===== src/rtl/int_arb_pkg.sv =====
package int_arb_pkg;

   localparam int NUM_SRC = 6;
   localparam int CAUSE_W = 3;

   typedef enum logic [CAUSE_W-1:0] {
      CS_RESET = 3'd0,
      CS_ABORT = 3'd1,
      CS_NMI   = 3'd2,
      CS_IRQ   = 3'd3,
      CS_BRK   = 3'd4,
      CS_COP   = 3'd5
   } cause_e;

   // Low nibble of the vector word within its 16-byte page.
   function automatic logic [3:0] vec_nibble(cause_e c, logic emu);
      case (c)
         CS_RESET: vec_nibble = 4'hC;
         CS_ABORT: vec_nibble = 4'h8;
         CS_NMI:   vec_nibble = 4'hA;
         CS_IRQ:   vec_nibble = 4'hE;
         CS_BRK:   vec_nibble = emu ? 4'hE : 4'h6;
         default:  vec_nibble = 4'h4;
      endcase
   endfunction

endpackage


===== src/rtl/nmi_edge_latch.sv =====
module nmi_edge_latch #(
   parameter int SYNC_STAGES = 0
) (
   input  logic clk,
   input  logic rst_n,
   input  logic nmi_n_i,
   input  logic take_i,
   output logic pend_o
);

   logic nmi_s;
   logic nmi_prev_q;
   logic pend_q;

   generate
      if (SYNC_STAGES == 0) begin : g_direct
         assign nmi_s = nmi_n_i;
      end else begin : g_sync
         logic [SYNC_STAGES-1:0] chain_q;
         always_ff @(posedge clk or negedge rst_n) begin
            if (!rst_n) chain_q <= '1;
            else        chain_q <= {chain_q[SYNC_STAGES-2:0], nmi_n_i};
         end
         assign nmi_s = chain_q[SYNC_STAGES-1];
      end
   endgenerate

   logic fall;
   assign fall   = nmi_prev_q & ~nmi_s;
   assign pend_o = pend_q | fall;

   always_ff @(posedge clk or negedge rst_n) begin
      if (!rst_n) begin
         nmi_prev_q <= 1'b1;
         pend_q     <= 1'b0;
      end else begin
         nmi_prev_q <= nmi_s;
         pend_q     <= pend_o & ~take_i;
      end
   end

endmodule


===== src/rtl/int_priority_pick.sv =====
module int_priority_pick
   import int_arb_pkg::*;
#(
   parameter int N = NUM_SRC
) (
   input  logic [N-1:0]       elig_i,
   output logic               any_o,
   output logic [CAUSE_W-1:0] sel_o
);

   always_comb begin
      any_o = 1'b0;
      sel_o = '0;
      for (int k = N - 1; k >= 0; k--) begin
         if (elig_i[k]) begin
            any_o = 1'b1;
            sel_o = CAUSE_W'(k);
         end
      end
   end

endmodule


===== src/rtl/vec_table.sv =====
module vec_table
   import int_arb_pkg::*;
#(
   parameter int                ADDR_W   = 24,
   parameter logic [ADDR_W-1:0] EMU_PAGE = 24'h00FFF0,
   parameter logic [ADDR_W-1:0] NAT_PAGE = 24'h00FFE0
) (
   input  cause_e            cause_i,
   input  logic              emu_i,
   output logic [ADDR_W-1:0] vec_o
);

   logic use_emu;
   assign use_emu = emu_i | (cause_i == CS_RESET);

   always_comb begin
      vec_o        = use_emu ? EMU_PAGE : NAT_PAGE;
      vec_o[3:0]   = vec_nibble(cause_i, use_emu);
   end

endmodule


===== src/rtl/int_arbiter.sv =====
module int_arbiter
   import int_arb_pkg::*;
#(
   parameter int                ADDR_W      = 24,
   parameter logic [ADDR_W-1:0] EMU_PAGE    = 24'h00FFF0,
   parameter logic [ADDR_W-1:0] NAT_PAGE    = 24'h00FFE0,
   parameter int                SYNC_STAGES = 0
) (
   input  logic               clk,
   input  logic               rst_n,
   input  logic               res_n_i,
   input  logic               abort_n_i,
   input  logic               nmi_n_i,
   input  logic               irq_n_i,
   input  logic               brk_req_i,
   input  logic               cop_req_i,
   input  logic               iflag_i,
   input  logic               emu_i,
   input  logic               boundary_i,
   output logic               service_valid_o,
   output logic [CAUSE_W-1:0] cause_o,
   output logic [ADDR_W-1:0]  vector_o,
   output logic               nmi_ack_o
);

   generate
      if (ADDR_W < 16) begin : g_bad_width
         $error("int_arbiter: ADDR_W must be at least 16");
      end
      if (SYNC_STAGES == 1 || SYNC_STAGES < 0) begin : g_bad_sync
         $error("int_arbiter: SYNC_STAGES must be 0 or at least 2");
      end
   endgenerate

   logic               nmi_pend;
   logic               brk_pend_q;
   logic               cop_pend_q;
   logic               brk_eff;
   logic               cop_eff;
   logic [NUM_SRC-1:0] elig;
   logic               any;
   logic [CAUSE_W-1:0] sel;
   cause_e             sel_c;
   logic [ADDR_W-1:0]  vec;
   logic               take_nmi;
   logic               take_rst;

   assign brk_eff = brk_pend_q | brk_req_i;
   assign cop_eff = cop_pend_q | cop_req_i;

   always_comb begin
      elig           = '0;
      elig[CS_RESET] = boundary_i & ~res_n_i;
      elig[CS_ABORT] = ~abort_n_i;
      elig[CS_NMI]   = boundary_i & nmi_pend;
      elig[CS_IRQ]   = boundary_i & ~irq_n_i & ~iflag_i;
      elig[CS_BRK]   = boundary_i & brk_eff;
      elig[CS_COP]   = boundary_i & cop_eff;
   end

   int_priority_pick #(.N(NUM_SRC)) u_pick (
      .elig_i (elig),
      .any_o  (any),
      .sel_o  (sel)
   );

   assign sel_c    = cause_e'(sel);
   assign take_nmi = any & (sel_c == CS_NMI);
   assign take_rst = any & (sel_c == CS_RESET);

   nmi_edge_latch #(.SYNC_STAGES(SYNC_STAGES)) u_nmi (
      .clk     (clk),
      .rst_n   (rst_n),
      .nmi_n_i (nmi_n_i),
      .take_i  (take_nmi),
      .pend_o  (nmi_pend)
   );

   vec_table #(
      .ADDR_W   (ADDR_W),
      .EMU_PAGE (EMU_PAGE),
      .NAT_PAGE (NAT_PAGE)
   ) u_vec (
      .cause_i (sel_c),
      .emu_i   (emu_i),
      .vec_o   (vec)
   );

   always_ff @(posedge clk or negedge rst_n) begin
      if (!rst_n) begin
         brk_pend_q      <= 1'b0;
         cop_pend_q      <= 1'b0;
         service_valid_o <= 1'b0;
         cause_o         <= '0;
         vector_o        <= '0;
         nmi_ack_o       <= 1'b0;
      end else begin
         brk_pend_q      <= brk_eff & ~take_rst & ~(any & (sel_c == CS_BRK));
         cop_pend_q      <= cop_eff & ~take_rst & ~(any & (sel_c == CS_COP));
         service_valid_o <= any;
         cause_o         <= any ? sel : '0;
         vector_o        <= any ? vec : '0;
         nmi_ack_o       <= take_nmi;
      end
   end

endmodule


===== config.mk =====
export PLATFORM = sky130hd
export DESIGN_NAME = int_arbiter
export DESIGN_NICKNAME = d
export VERILOG_FILES = /design/src/rtl/int_arb_pkg.sv /design/src/rtl/nmi_edge_latch.sv /design/src/rtl/int_priority_pick.sv /design/src/rtl/vec_table.sv /design/src/rtl/int_arbiter.sv
export SDC_FILE = /design/constraint.sdc
export NUM_CORES = 1
export LEC_CHECK = 0
export BUFFER_PORTS_ARGS = -buffer_cell sky130_fd_sc_hd__buf_2
export CAP_MARGIN = 0
export CORE_MARGIN = 10
export CORE_UTILIZATION = 41
export DETAILED_ROUTE_END_ITERATION = 12
export PLACE_DENSITY = 0.79
export SYNTH_ARGS = -nofsm -noshare
export SYNTH_HDL_FRONTEND = slang
export SYNTH_SLANG_ARGS = --single-unit

===== constraint.sdc =====
create_clock -name clk -period 1.4 [get_ports clk]
set_input_delay 0.14 -clock clk [delete_from_list [all_inputs] [get_ports clk]]
set_output_delay 0.14 -clock clk [all_outputs]
set_load 0.01 [all_outputs]

---- After elaboration in Yosys (flattened, before gate mapping) ----
Cells that the tools add are included.
Widths: inputs -> output; s select.
cells by class
  eq/ne operators ......................... 5
  muxes and demuxes ....................... 17
  bitwise operators ....................... 28
  reduce and logical (&&, ||, !) cells .... 1
operators by type and width
  cell                count
  $mux 24             1
  $mux 3              7
  $pmux 4 s5          1
  $and 1x1->1         16
  $not 1->1           8
  $eq 3x2->1 const B  2
  $eq 3x3->1 const B  2
  $mux 1              6
  $mux 5              1
  $mux 4              1
  $or 1x1->1          4
  $eq 3x1->1 const B  1
  $logic_not 3->1     1
word-level totals
  bits in registers ....................... 33
  bits of input ports ..................... 11
  word-level logic and storage cells ...... 59

---- Depth between registers and ports, before layout ----
  word-level depth ........................ 13
  depth in mapped cells ................... 4
  gate-level depth less buffers ........... 3

---- Modules after synthesis ----
From an unflattened synthesis, not the netlist that was laid out.
unflattened totals
  cell total of the unflattened synthesis .. 117
  area, all modules ....................... 1403.8 um2
by module, submodules not included
  module             times used  cells an instance  area an instance (um2)  sequential area each (um2)
  int_arbiter        1           71                 1047.3                  775.7
  vec_table          1           30                 217.7                   0.0
  nmi_edge_latch     1           6                  81.3                    51.3
  int_priority_pick  1           10                 57.6                    0.0

---- Worst setup path before layout ----
No wires, ideal clock.
  path kind ............................... register to register
  start ................................... register u_nmi.nmi_prev_q
  end ..................................... register vector_o[2]
  library setup time ...................... 120 ps
  data arrival time ....................... 1120 ps
  required time ........................... 1280 ps
  path slack .............................. 159 ps
  cell stages (with the launch flop) ...... 4
  period minus slack after synthesis ...... 1241 ps
  cell sequence ........................... dfstp_2 nor2b_1 nor2_1 a41o_2
on the way
  cells in the longest elaborated chain, start to end .. 9
  elaborated cells between the ends (all ways) .. 16
RTL lines
  element                                   RTL line                 RTL
  from (decl)                               nmi_edge_latch.sv:12     logic nmi_prev_q;
  from (signal assigned)                    nmi_edge_latch.sv:37     nmi_prev_q <= nmi_s;
  $and 1x1->1 *                             nmi_edge_latch.sv:29     assign fall = nmi_prev_q & ~nmi_s;
  $or 1x1->1 *                              nmi_edge_latch.sv:30     assign pend_o = pend_q | fall;
  $and 1x1->1 *                             int_arbiter.sv:55        elig[CS_NMI] = boundary_i & nmi_pend;
  $mux 3 (3 in a row)                       int_priority_pick.sv:15  if (elig_i[k]) begin
  $eq 3x3->1, or another cell as far along  int_arb_pkg.sv:17        case (c)
  $pmux 4 s5                                int_arb_pkg.sv:17
  $mux 24 *                                 int_arbiter.sv:102       vector_o <= any ? vec : '0;
  to (signal assigned)                      int_arbiter.sv:102
  to (decl)                                 int_arbiter.sv:22        output logic [ADDR_W-1:0] vector_o,
Every way passes the cells marked *; elsewhere a longest branch is shown, timed or not.

---- Worst setup path after layout ----
  start ................................... input nmi_n_i
  end ..................................... register cause_o[2]
on the way
  cells in the longest elaborated chain, start to end .. 8
  elaborated cells between the ends (all ways) .. 11
RTL lines
  element                                        RTL line                 RTL
  from (decl)                                    int_arbiter.sv:13        input logic nmi_n_i,
  $not 1->1 *                                    nmi_edge_latch.sv:29
  $and 1x1->1 *                                  nmi_edge_latch.sv:29
  $or 1x1->1 *                                   nmi_edge_latch.sv:30
  $and 1x1->1 *                                  int_arbiter.sv:55
  $mux 3 or $mux 1 (tied branches) (3 in a row)  int_priority_pick.sv:15
  $mux 3 *                                       int_arbiter.sv:101       cause_o <= any ? sel : '0;
  to (signal assigned)                           int_arbiter.sv:101
  to (decl)                                      int_arbiter.sv:21        output logic [CAUSE_W-1:0] cause_o,
Marked as above.

==> reports/metrics.yaml <==
layout.nets: 108
boundaryPins: 40
ys_ff_latch: 13
grt_usage_pct: 8.90
fin_skew_ns: 0.000512
ys_warn_count: 0
reg2reg_slack_ns: 0.10
port_buffers: 30
fp.coreArea_um2: 1540
synth_top_cell_by_area: "dfrtp_1"
grt_util_met3_pct: 6.05
path_buf_inv: 3
vias: 580
fin_setup_tns_ns: 0
crit_type: "primary input to register"
avgRoutedWirePerCell_um: 14.6
drv_slew: 0
post_cts_buffers: 0
path_max_fanout: 6
dpl-instance-area_um2: 748
synth-xor-area-share_pct: 0
fill_cells: 156
cellPowerDensity_nw_per_um2: 1000
path_clk_slew_ns: 0.07
yosys.area_share.simple_pct: 17.7
htree_levels: 1
finalSetupViolCount: 0
vdd_ir_drop_max_mv: 0.496
worstSkewPairLatency_ns: 0.28
rows: 14
clk_path_buf_depth: 2
drc_errors: 0
multi_input_area_um2: 245
synthCells: 71
diodes: 0
grt_pass1_wl_um: 2460
synth_top_family_by_area: "buffers and inverters"
regArea_um2: 327
ant_nets: 0
crit_path_cell_trace: "dlygate4sd3_1, buf_2, nor2b_1, buf_4, nor4_2, and3_1"
ys.flop_type: "dfrtp_1"
max_stage_delay_ns: 0.52
syn_to_final_growth_pct: 17.5
yosysTopAreaCellShare_pct: 43.7
ys_async_sr_fraction_pct: 100
totalWireLength_um: 1630
start_util_pct: 44.6
drt_iter0_markers: 11
rsz0062_at_grt: "false"
dp_hpwl_um: 1340
gp_congestion: 0.837
synthTopCellsByArea: "dfrtp_1, buf_4, dfstp_2"
dieHeight_um: 60.9
p_leak_nw: 0.402
first_global_vias: 566
die-area_um2: 3710
reg2reg_depth: 3
end_kind: "register"
synth.area.mux_share_pct: 0
tritoncts: "yes"
synth_fa_ha_area_share_pct: 0
fmax_mhz: 759
vias_per_cell: 5.18
cts_made_buffers: 3
syn-cell-area_um2: 687
grt_busiest_layer: "met2"
hold_class: "primary input to register"
cp_slowest_cell: "dlygate4sd3_1"
cp.depth: 6
antenna_found_initial: 0
outcome: "finished, final reports clean"
grt_use_met1_pct: 8.96
maxCapViolCount: 0
synth_edf_count: 0
syn_area_per_cell_um2: 9.67
grt-ovfl-total: 0
worst-endpoint-required_ns: 1.62
die_width_um: 60.9
cts_num_sinks: 13
ys_types: 22
hold_viol: 0
start_kind: "primary input"
cp.arrival_ns: 1.53
holdPathStages: 3
grt_max_degree: 14
timing.final.crit_share_pct: 94.1
cts_root_buf: "clkbuf_4"
drive_gt1_share_pct: 41.7
synth_compound_area_share_pct: 11.3
final_area_um2: 807
crit_family: "buffers and inverters"
ys_seq_area_share_pct: 47.5
dr.pass1.iters: 4
fin_crit_ns: 1.32
use_met2_pct: 13.2
[flip-flops by register name, summed over array words and instances, names as in the netlist]
signal / flops
cop_pend_q: 1
nmi_ack_o: 1
u_nmi.nmi_prev_q: 1
u_nmi.pend_q: 1
vector_o: 5
cause_o: 3
brk_pend_q: 1
[cell type report]
| cell class | count | area share [%] |
|---|---|---|
| Clock buffer | 4 | 3.26 |
| Sequential cell | 13 | 40.5 |
| Multi-Input combinational cell | 44 | 30.4 |
| Tap cell | 16 | 2.48 |
| Inverter | 1 | 0.465 |
| Timing Repair Buffer | 34 | 22.9 |
[placed cells by master, fill, tap and decap left out, types with 3 or more instances in the layout]
master	netlist	routed
a21oi_1	4	4
buf_2	0	30
clkbuf_4	0	3
conb_1	1	9
dfrtp_1	12	12
nand2_1	3	3
nor2_1	7	7
nor2b_1	3	3
[kinds of logic (layout without fill, tap and decap cells)]
| logic type | after synthesis | after routing |
|---|---|---|
| DFF | 13 | 13 |
| AOI/OAI and AO/OA | 12 | 12 |
| and+or+nand+nor | 23 | 23 |
| other | 1 | 9 |
| buffers and inverters | 22 | 39 |
[power by group]
part / switching, mW / internal [mW] / total, mW
Sequential: 0.0192 / 0.402 / 0.421
Combinational: 0.0963 / 0.0624 / 0.159
Clock: 0.117 / 0.111 / 0.228
[synthesized netlist by cell type (all sizes together), types with 2 or more instances]
library cell,number
o22ai,2
nor4,4
buf,20
dfrtp,12
nand2,3
a21oi,4
o21ai,3
nor2,7
nor2b,3
[worst reg2reg max path, delay by kind of cell (launching register included)]
kind / cells / cell delay (ns)
and+or+nand+nor: 2 / 0.71
AOI/OAI and AO/OA: 1 / 0.08
DFF: 1 / 0.40
[layer usage]
layer / vias up / share of wire [%]
met1: 261 / 35
li1: 269 / -
met4: 0 / 2.3
met3: 7 / 20
met2: 43 / 43
met5: - / 0
[metrics by stage]
| step | util, % | total power [mW] | instances | hold WS, ns | setup slack (ns) |
|---|---|---|---|---|---|
| finish | 52.4 | 0.808 | 112 | 0.133 | 0.0832 |
| global route | 52.4 | 0.856 | 112 | 0.150 | 0.0137 |
| CTS | 51.9 | 0.812 | 112 | 0.127 | 0.0731 |
| detailed placement | 48.5 | 0.579 | 106 | 0.0385 | 0.0649 |
| global placement | 48.5 | 0.575 | 106 | 0.0336 | 0.0824 |
| floorplan | - | 0.544 | 79 | -0.156 | 0.159 |
[timing repair]
item                                    CTS  global route
hold endpoints to repair                 13             0
endpoints found under the setup margin    1             1
hold buffers                              2             0
resized for setup                         1             2
[worst paths after layout]
kind | startpoint | endpoint
max reg2reg | cop_pend_q | vector_o[4]
min reg2reg | cop_pend_q | cop_pend_q
max in group asynchronous | rst_n | u_nmi.nmi_prev_q
min in group asynchronous | rst_n | u_nmi.pend_q
max | nmi_n_i | cause_o[2]
min | emu_i | vector_o[4]
(Power assumes the default switching activity.)
